**src/rtl/pp_dma_pkg.sv**
```systemverilog
package pp_dma_pkg;
  typedef enum logic {CH_STREAM = 1'b0, CH_PACKET = 1'b1} ch_kind_e;

  localparam int REG_AW = 3;
  localparam logic [REG_AW-1:0] REG_CTL    = 3'd0;
  localparam logic [REG_AW-1:0] REG_BASE0  = 3'd1;
  localparam logic [REG_AW-1:0] REG_BASE1  = 3'd2;
  localparam logic [REG_AW-1:0] REG_DEPTH0 = 3'd3;
  localparam logic [REG_AW-1:0] REG_DEPTH1 = 3'd4;
  localparam logic [REG_AW-1:0] REG_FLAGS  = 3'd5;

  localparam int CTL_EN = 0;
  localparam int CTL_LE = 1;
  localparam int CTL_PG = 2;

  localparam int FL_RDY  = 0;
  localparam int FL_DONE = 2;
  localparam int FL_ERR  = 4;
  localparam int FL_CFG  = 6;
endpackage

```
**src/rtl/pp_desc_table.sv**
```systemverilog
module pp_desc_table
  import pp_dma_pkg::*;
#(
  parameter int ADDR_W    = 32,
  parameter int DEPTH_W   = 13,
  parameter int DEPTH_MAX = 8191
) (
  input  logic                   clk_i,
  input  logic                   rst_ni,
  input  logic                   sw_we_i,
  input  logic [REG_AW-1:0]      sw_addr_i,
  input  logic [31:0]            sw_wdata_i,
  input  logic                   eng_fin_i,
  input  logic                   eng_err_i,
  output logic                   en_o,
  output logic                   le_o,
  output logic                   page_o,
  output logic                   ctl_wr_o,
  output logic [1:0][ADDR_W-1:0] base_o,
  output logic [1:0][DEPTH_W-1:0] depth_o,
  output logic [1:0]             ready_o,
  output logic [1:0]             done_o,
  output logic [1:0]             err_o,
  output logic                   cfg_err_o
);
  localparam logic [DEPTH_W-1:0] LIMIT = DEPTH_W'(DEPTH_MAX);

  logic ctl_wr, fl_wr;
  logic en_q, le_q, page_q, cfg_err_q;
  logic [1:0] ready_q, done_q, err_q, over_lim;
  logic [1:0][ADDR_W-1:0]  base_q;
  logic [1:0][DEPTH_W-1:0] depth_q;

  assign ctl_wr = sw_we_i && (sw_addr_i == REG_CTL);
  assign fl_wr  = sw_we_i && (sw_addr_i == REG_FLAGS);

  always_ff @(posedge clk_i or negedge rst_ni) begin
    if (!rst_ni) begin
      en_q   <= 1'b0;
      le_q   <= 1'b0;
      page_q <= 1'b0;
    end else if (ctl_wr) begin
      en_q   <= sw_wdata_i[CTL_EN];
      le_q   <= sw_wdata_i[CTL_LE];
      page_q <= sw_wdata_i[CTL_PG];
    end else if (eng_fin_i) begin
      page_q <= ~page_q;
    end
  end

  for (genvar i = 0; i < 2; i++) begin : g_buf
    logic base_wr, dep_wr, hit_fin, hit_err;
    logic [DEPTH_W-1:0] dep_in;
    assign base_wr = sw_we_i && (sw_addr_i == REG_BASE0 + REG_AW'(i));
    assign dep_wr  = sw_we_i && (sw_addr_i == REG_DEPTH0 + REG_AW'(i));
    assign dep_in  = sw_wdata_i[DEPTH_W-1:0];
    assign over_lim[i] = dep_wr && (dep_in > LIMIT);
    assign hit_fin = eng_fin_i && (page_q == 1'(i));
    assign hit_err = eng_err_i && (page_q == 1'(i));

    always_ff @(posedge clk_i or negedge rst_ni) begin
      if (!rst_ni) begin
        base_q[i]  <= '0;
        depth_q[i] <= '0;
        ready_q[i] <= 1'b0;
        done_q[i]  <= 1'b0;
        err_q[i]   <= 1'b0;
      end else begin
        if (base_wr) base_q[i] <= sw_wdata_i[ADDR_W-1:0];
        if (dep_wr)  depth_q[i] <= (dep_in > LIMIT) ? LIMIT : dep_in;
        // arming is newer intent than the engine's disarm
        if (fl_wr && sw_wdata_i[FL_RDY+i]) ready_q[i] <= 1'b1;
        else if (hit_fin)                  ready_q[i] <= 1'b0;
        // engine set of status beats software clear
        if (hit_fin)                            done_q[i] <= 1'b1;
        else if (fl_wr && sw_wdata_i[FL_DONE+i]) done_q[i] <= 1'b0;
        if (hit_err)                           err_q[i] <= 1'b1;
        else if (fl_wr && sw_wdata_i[FL_ERR+i]) err_q[i] <= 1'b0;
      end
    end
  end

  always_ff @(posedge clk_i or negedge rst_ni) begin
    if (!rst_ni)                         cfg_err_q <= 1'b0;
    else if (|over_lim)                  cfg_err_q <= 1'b1;
    else if (fl_wr && sw_wdata_i[FL_CFG]) cfg_err_q <= 1'b0;
  end

  assign en_o      = en_q;
  assign le_o      = le_q;
  assign page_o    = page_q;
  assign ctl_wr_o  = ctl_wr;
  assign base_o    = base_q;
  assign depth_o   = depth_q;
  assign ready_o   = ready_q;
  assign done_o    = done_q;
  assign err_o     = err_q;
  assign cfg_err_o = cfg_err_q;

  AST_FIN_TOGGLES_PAGE: assert property (@(posedge clk_i) disable iff (!rst_ni)
    eng_fin_i && !ctl_wr |=> page_q != $past(page_q));
  AST_FIN_SETS_DONE: assert property (@(posedge clk_i) disable iff (!rst_ni)
    eng_fin_i |=> done_q[$past(page_q)]);
  AST_ERR_SETS_FLAG: assert property (@(posedge clk_i) disable iff (!rst_ni)
    eng_err_i |=> err_q[$past(page_q)]);
  AST_CFG_ERR_STICKY: assert property (@(posedge clk_i) disable iff (!rst_ni)
    cfg_err_q && !fl_wr |=> cfg_err_q);
endmodule

```
**src/rtl/pp_addr_engine.sv**
```systemverilog
module pp_addr_engine #(
  parameter int ADDR_W  = 32,
  parameter int DEPTH_W = 13,
  parameter int DATA_W  = 8
) (
  input  logic               clk_i,
  input  logic               rst_ni,
  input  logic               in_valid_i,
  input  logic [DATA_W-1:0]  in_data_i,
  input  logic               en_i,
  input  logic               rdy_i,
  input  logic [ADDR_W-1:0]  base_i,
  input  logic [DEPTH_W-1:0] depth_i,
  input  logic               clr_i,
  output logic               fin_o,
  output logic               err_o,
  output logic               mem_we_o,
  output logic [ADDR_W-1:0]  mem_addr_o,
  output logic [DATA_W-1:0]  mem_data_o
);
  logic accept, go, fin;
  logic [DEPTH_W-1:0] off_q;
  logic               we_q;
  logic [ADDR_W-1:0]  addr_q;
  logic [DATA_W-1:0]  data_q;

  assign accept = in_valid_i && en_i;
  assign go     = accept && rdy_i;
  // >= guards against a depth lowered under a running offset
  assign fin    = go && (off_q >= depth_i);

  always_ff @(posedge clk_i or negedge rst_ni) begin
    if (!rst_ni)       off_q <= '0;
    else if (clr_i)    off_q <= '0;
    else if (fin)      off_q <= '0;
    else if (go)       off_q <= off_q + 1'b1;
  end

  always_ff @(posedge clk_i or negedge rst_ni) begin
    if (!rst_ni) begin
      we_q   <= 1'b0;
      addr_q <= '0;
      data_q <= '0;
    end else begin
      we_q <= go;
      if (go) begin
        addr_q <= base_i + ADDR_W'(off_q);
        data_q <= in_data_i;
      end
    end
  end

  assign fin_o      = fin;
  assign err_o      = accept && !rdy_i;
  assign mem_we_o   = we_q;
  assign mem_addr_o = addr_q;
  assign mem_data_o = data_q;

  AST_IDLE_NO_WRITE: assert property (@(posedge clk_i) disable iff (!rst_ni)
    !(in_valid_i && en_i) |=> !we_q);
  AST_NO_WRITE_UNARMED: assert property (@(posedge clk_i) disable iff (!rst_ni)
    accept && !rdy_i |=> !we_q);
  AST_OFF_HOLD_UNARMED: assert property (@(posedge clk_i) disable iff (!rst_ni)
    accept && !rdy_i && !clr_i |=> $stable(off_q));
  AST_OFF_STEP: assert property (@(posedge clk_i) disable iff (!rst_ni)
    go && !fin && !clr_i |=> off_q == $past(off_q) + 1'b1);
  AST_FIN_WRAPS: assert property (@(posedge clk_i) disable iff (!rst_ni)
    fin |=> off_q == '0);
endmodule

```
**src/rtl/pp_desc_dma.sv**
```systemverilog
module pp_desc_dma
  import pp_dma_pkg::*;
#(
  parameter ch_kind_e CH_KIND   = CH_STREAM,
  parameter int       ADDR_W    = 32,
  parameter int       DEPTH_W   = 13,
  parameter int       PKT_DEP_W = 11,
  parameter int       DATA_W    = 8
) (
  input  logic              clk_i,
  input  logic              rst_ni,
  input  logic              cfg_we_i,
  input  logic [2:0]        cfg_addr_i,
  input  logic [31:0]       cfg_wdata_i,
  input  logic              in_valid_i,
  input  logic [DATA_W-1:0] in_data_i,
  output logic              mem_we_o,
  output logic [ADDR_W-1:0] mem_addr_o,
  output logic [DATA_W-1:0] mem_data_o,
  output logic              page_o,
  output logic              le_o,
  output logic [1:0]        ready_o,
  output logic [1:0]        done_o,
  output logic [1:0]        err_o,
  output logic              cfg_err_o
);
  localparam int DEPTH_MAX = (CH_KIND == CH_PACKET) ? (1 << PKT_DEP_W) - 1
                                                    : (1 << DEPTH_W) - 1;

  logic en, page, ctl_wr, fin, eng_err;
  logic [1:0][ADDR_W-1:0]  base;
  logic [1:0][DEPTH_W-1:0] depth;
  logic [1:0] ready;

  pp_desc_table #(
    .ADDR_W(ADDR_W), .DEPTH_W(DEPTH_W), .DEPTH_MAX(DEPTH_MAX)
  ) u_table (
    .clk_i, .rst_ni,
    .sw_we_i(cfg_we_i), .sw_addr_i(cfg_addr_i), .sw_wdata_i(cfg_wdata_i),
    .eng_fin_i(fin), .eng_err_i(eng_err),
    .en_o(en), .le_o(le_o), .page_o(page), .ctl_wr_o(ctl_wr),
    .base_o(base), .depth_o(depth),
    .ready_o(ready), .done_o(done_o), .err_o(err_o), .cfg_err_o(cfg_err_o)
  );

  pp_addr_engine #(
    .ADDR_W(ADDR_W), .DEPTH_W(DEPTH_W), .DATA_W(DATA_W)
  ) u_engine (
    .clk_i, .rst_ni,
    .in_valid_i, .in_data_i,
    .en_i(en), .rdy_i(ready[page]), .base_i(base[page]), .depth_i(depth[page]),
    .clr_i(ctl_wr),
    .fin_o(fin), .err_o(eng_err),
    .mem_we_o, .mem_addr_o, .mem_data_o
  );

  assign page_o  = page;
  assign ready_o = ready;

  AST_DISABLED_QUIET: assert property (@(posedge clk_i) disable iff (!rst_ni)
    !en |=> !mem_we_o);
  AST_WRITE_NEEDS_ARM: assert property (@(posedge clk_i) disable iff (!rst_ni)
    in_valid_i && en && !ready[page] |=> !mem_we_o);
endmodule

```
**config.mk**
```make
export PLATFORM = sky130hd
export DESIGN_NAME = pp_desc_dma
export DESIGN_NICKNAME = d
export VERILOG_FILES = /design/src/rtl/pp_dma_pkg.sv /design/src/rtl/pp_desc_table.sv /design/src/rtl/pp_addr_engine.sv /design/src/rtl/pp_desc_dma.sv
export SDC_FILE = /design/constraint.sdc
export NUM_CORES = 1
export LEC_CHECK = 0
export BUFFER_PORTS_ARGS = -buffer_cell sky130_fd_sc_hd__buf_2
export CORE_UTILIZATION = 41
export CTS_BUF_LIST = sky130_fd_sc_hd__clkbuf_16
export CTS_CLUSTER_DIAMETER = 150
export DETAILED_ROUTE_END_ITERATION = 16
export PLACE_DENSITY = 0.67
export SYNTH_ARGS = -nofsm -noshare
export SYNTH_HDL_FRONTEND = slang
export SYNTH_HIERARCHICAL = 1
export SYNTH_SLANG_ARGS = --single-unit
```
**constraint.sdc**
```tcl
create_clock -name clk_i -period 8.8 [get_ports clk_i]
set_input_delay 1.76 -clock clk_i [delete_from_list [all_inputs] [get_ports clk_i]]
set_output_delay 1.76 -clock clk_i [all_outputs]
set_load 0.01 [all_outputs]
```
==> results.toml <==
[detailed_routing]
wl_per_cell_um = 16.01
vias = 5396
remaining_drc_errors = 0
wirelength_um = 16910
avgViaCountPerCell = 5.110
drt-initial-drc-count = 323
dr.pass1.iters = 5
ant_nets = 0

[power]
leakagePower_nw = 4.336
peakVddDrop_mv = 0.1554
power_density_nw_per_um2 = 264.8

[worst_setup_path]
r2r_slack_ps = 5030
worstPathArrival_ps = 4090
critPathMaxFanout = 28
crit_path_end_kind = "flip-flop"
start_kind = "flip-flop"
worstPathRequired_ps = 9120
worstSetupPathType = "flip-flop to flip-flop"

[placed_design]
io_buffers = 96
dp_hpwl_um = 11960
place_area_um2 = 8765
place.gp.congestion = 0.8397

[hold_path]
hp-class = "flip-flop to flip-flop"

[sta]
slew_headroom_pct = 31.10
setup_viol = 0
setup-tns-final_ps = 0
finalCritPeriodShare_pct = 42.86
hold_viol = 0
period_minus_slack_ps = 3772
whs_ps = 468.4
fmax_ghz = 0.2651
rsz0062_at_grt = "no"
drv_slew = 0
fin_skew_ps = 14.39
worst_pin_slew_ps = 1028

[clock_tree]
cts-root-buf = "clkbuf_16"
cts_hold_buf = 0
postCtsSetupBuffers = 0
cts_buffer_depth = 2
numCtsBuffers = 17
htreeDepth = 4
cts_resized = 0
cts.sinks = 154
clk_pin_slew_ps = 60
clk_latency_ps = 430
cts_tree = "done"

[global_route]
grt_usage_pct = 18.08
use_met2_pct = 27.99
grt_max_degree = 100
met1_usage_pct = 25.18
grt.overflow.total = 0
grt_util_met3_pct = 3.466
antenna_found_initial = 0
top_usage_layer = "met2"
grt_pass1_wl_um = 28120
grt_pass1_vias = 5338

[layout]
drive_above_1_share_pct = 28.32
fin_nets = 853
antenna_cells = 0
utilization_pct = 48.07
area_delta_synth_final_pct = 15.23
stdcell_area_um2 = 9325

[synth]
syn_inst = 684
synth_fp_nets = 759
synth_edf_count = 0
synth_common_cells = "dfrtp_1, nand2_1, mux2_1"
yosysUniqueCellTypes = 60
syn_area_per_cell_um2 = 11.83
synth_most_common_cell = "dfrtp_1"
ys_seq_elements = 154
yosys_warnings = 6
syn_area_um2 = 8093
synth_top_area_share_pct = 47.62
synth_ff_type = "dfrtp_1"
ys_async_sr_fraction_pct = 100.0
yosysSeqAreaShare_pct = 47.62
yosys.area.top_type = "dfrtp_1"
yosys-top-cells-area = "dfrtp_1, mux2_1, mux2_4"

[die]
rows = 51
initial_core_util_pct = 41.72
core_region_area_um2 = 19400
die_y_um = 142.5
die_area_um2 = 20300
io_pins = 97
dieWidth_um = 142.5

[run_status]
status = "finished clean"

[job]
drv_cap = 0
## routing by layer
| layer | up-vias | part of all wire [%] | wire length (um) |
|---|---|---|---|
| met5 | - | 0 | 0 |
| met1 | 2664 | 49 | 8242 |
| met3 | 7 | 4.1 | 700 |
| met2 | 101 | 46 | 7827 |
| met4 | 0 | 0.83 | 140 |
| li1 | 2624 | - | - |
## cell type report
type	count	area (um2)
Tap cell	265	331.6
Clock buffer	17	425.4
Inverter	24	90.09
Multi-Input combinational cell	478	3949
Timing Repair Buffer	103	539.3
Fill cell	1800	10070
Clock inverter	15	135.1
Sequential cell	154	3855
## placed cells by master (no fill, tap or decap), drive strengths merged, types with 4 or more instances in the layout
cell,synthesis,layout
dfrtp,154,154
mux2,138,138
buf,18,103
nand2,91,91
o21ai,36,36
ha,27,27
inv,24,27
xnor2,23,23
a21oi,21,21
clkbuf,10,17
nor3,16,16
xor2,14,14
nand3,14,14
nor2,13,13
a211oi,9,9
clkinv,0,8
a21o,7,7
nor2b,7,7
a31oi,7,7
o211ai,5,5
nand2b,4,4
nand4,4,4
nand4b,4,4
a22o,4,4
and3,4,4
a21boi,4,4
## through the flow
stage / cells / total power, mW / setup slack, ps
2_1_floorplan: 684 / 1.552 / 5648
6_report: 1056 / 2.470 / 5028
3_3_place_gp: 1024 / 1.778 / 4946
4_1_cts: 1056 / 2.500 / 5039
3_5_place_dp: 1024 / 1.797 / 4892
5_1_grt: 1056 / 2.639 / 4705
## sequential cells by signal, summed over array words and instances, names as in the netlist
name                 flops
u_table/page_o           1
u_table/base_o          64
u_table/err_o            2
u_table/ready_o          2
u_engine/mem_we_o        1
u_engine/mem_data_o      8
u_table/depth_o         26
u_engine/mem_addr_o     32
u_table/cfg_err_o        1
u_table/en_o             1
u_table/done_o           2
u_engine/off_q          13
u_table/le_o             1
## kinds of logic after synthesis
| group | synth area share, % |
|---|---|
| AOI/OAI and AO/OA | 8.565 |
| xor gates and xnor gates | 4.004 |
| adders and majority gates | 4.422 |
| buffers and inverters | 4.020 |
| DFF | 47.62 |
| muxes | 21.18 |
| and+or+nand+nor | 10.19 |
## power by group
part           switching (mW)  total [mW]  leakage, nW  internal (mW)
Combinational           0.384       0.753         2.17          0.369
Sequential              0.120        1.02         1.89          0.904
Clock                   0.282       0.693        0.278          0.412
Total                   0.785        2.47         4.34           1.68
## path summary, 6_finish.rpt
path | startpoint | to | cells after the start
setup / recovery | u_table/page_o$_DFFE_PN0P_ | u_table/ready_o[0]$_DFFE_PN0P_ | 10
hold / removal | u_engine/mem_addr_o[0]$_DFFE_PN0P_ | u_engine/mem_addr_o[0]$_DFFE_PN0P_ | 2
setup reg to reg | u_table/page_o$_DFFE_PN0P_ | u_table/ready_o[0]$_DFFE_PN0P_ | 10
hold reg to reg | u_engine/mem_addr_o[0]$_DFFE_PN0P_ | u_engine/mem_addr_o[0]$_DFFE_PN0P_ | 2
max in group asynchronous | rst_ni | u_table/page_o$_DFFE_PN0P_ | 2
min in group asynchronous | rst_ni | u_engine/mem_addr_o[26]$_DFFE_PN0P_ | 1
## worst max-delay path, stage by stage (launching register included)
cell,delay [ps]
dfrtp_2,890
buf_4,540
mux2_2,390
inv_1,60
ha_1,170
a41oi_1,140
nand3_1,120
nor3_1,90
nor3_2,840
nand2_1,170
a22o_1,260
Note: power is estimated with default switching activity, not from simulation.
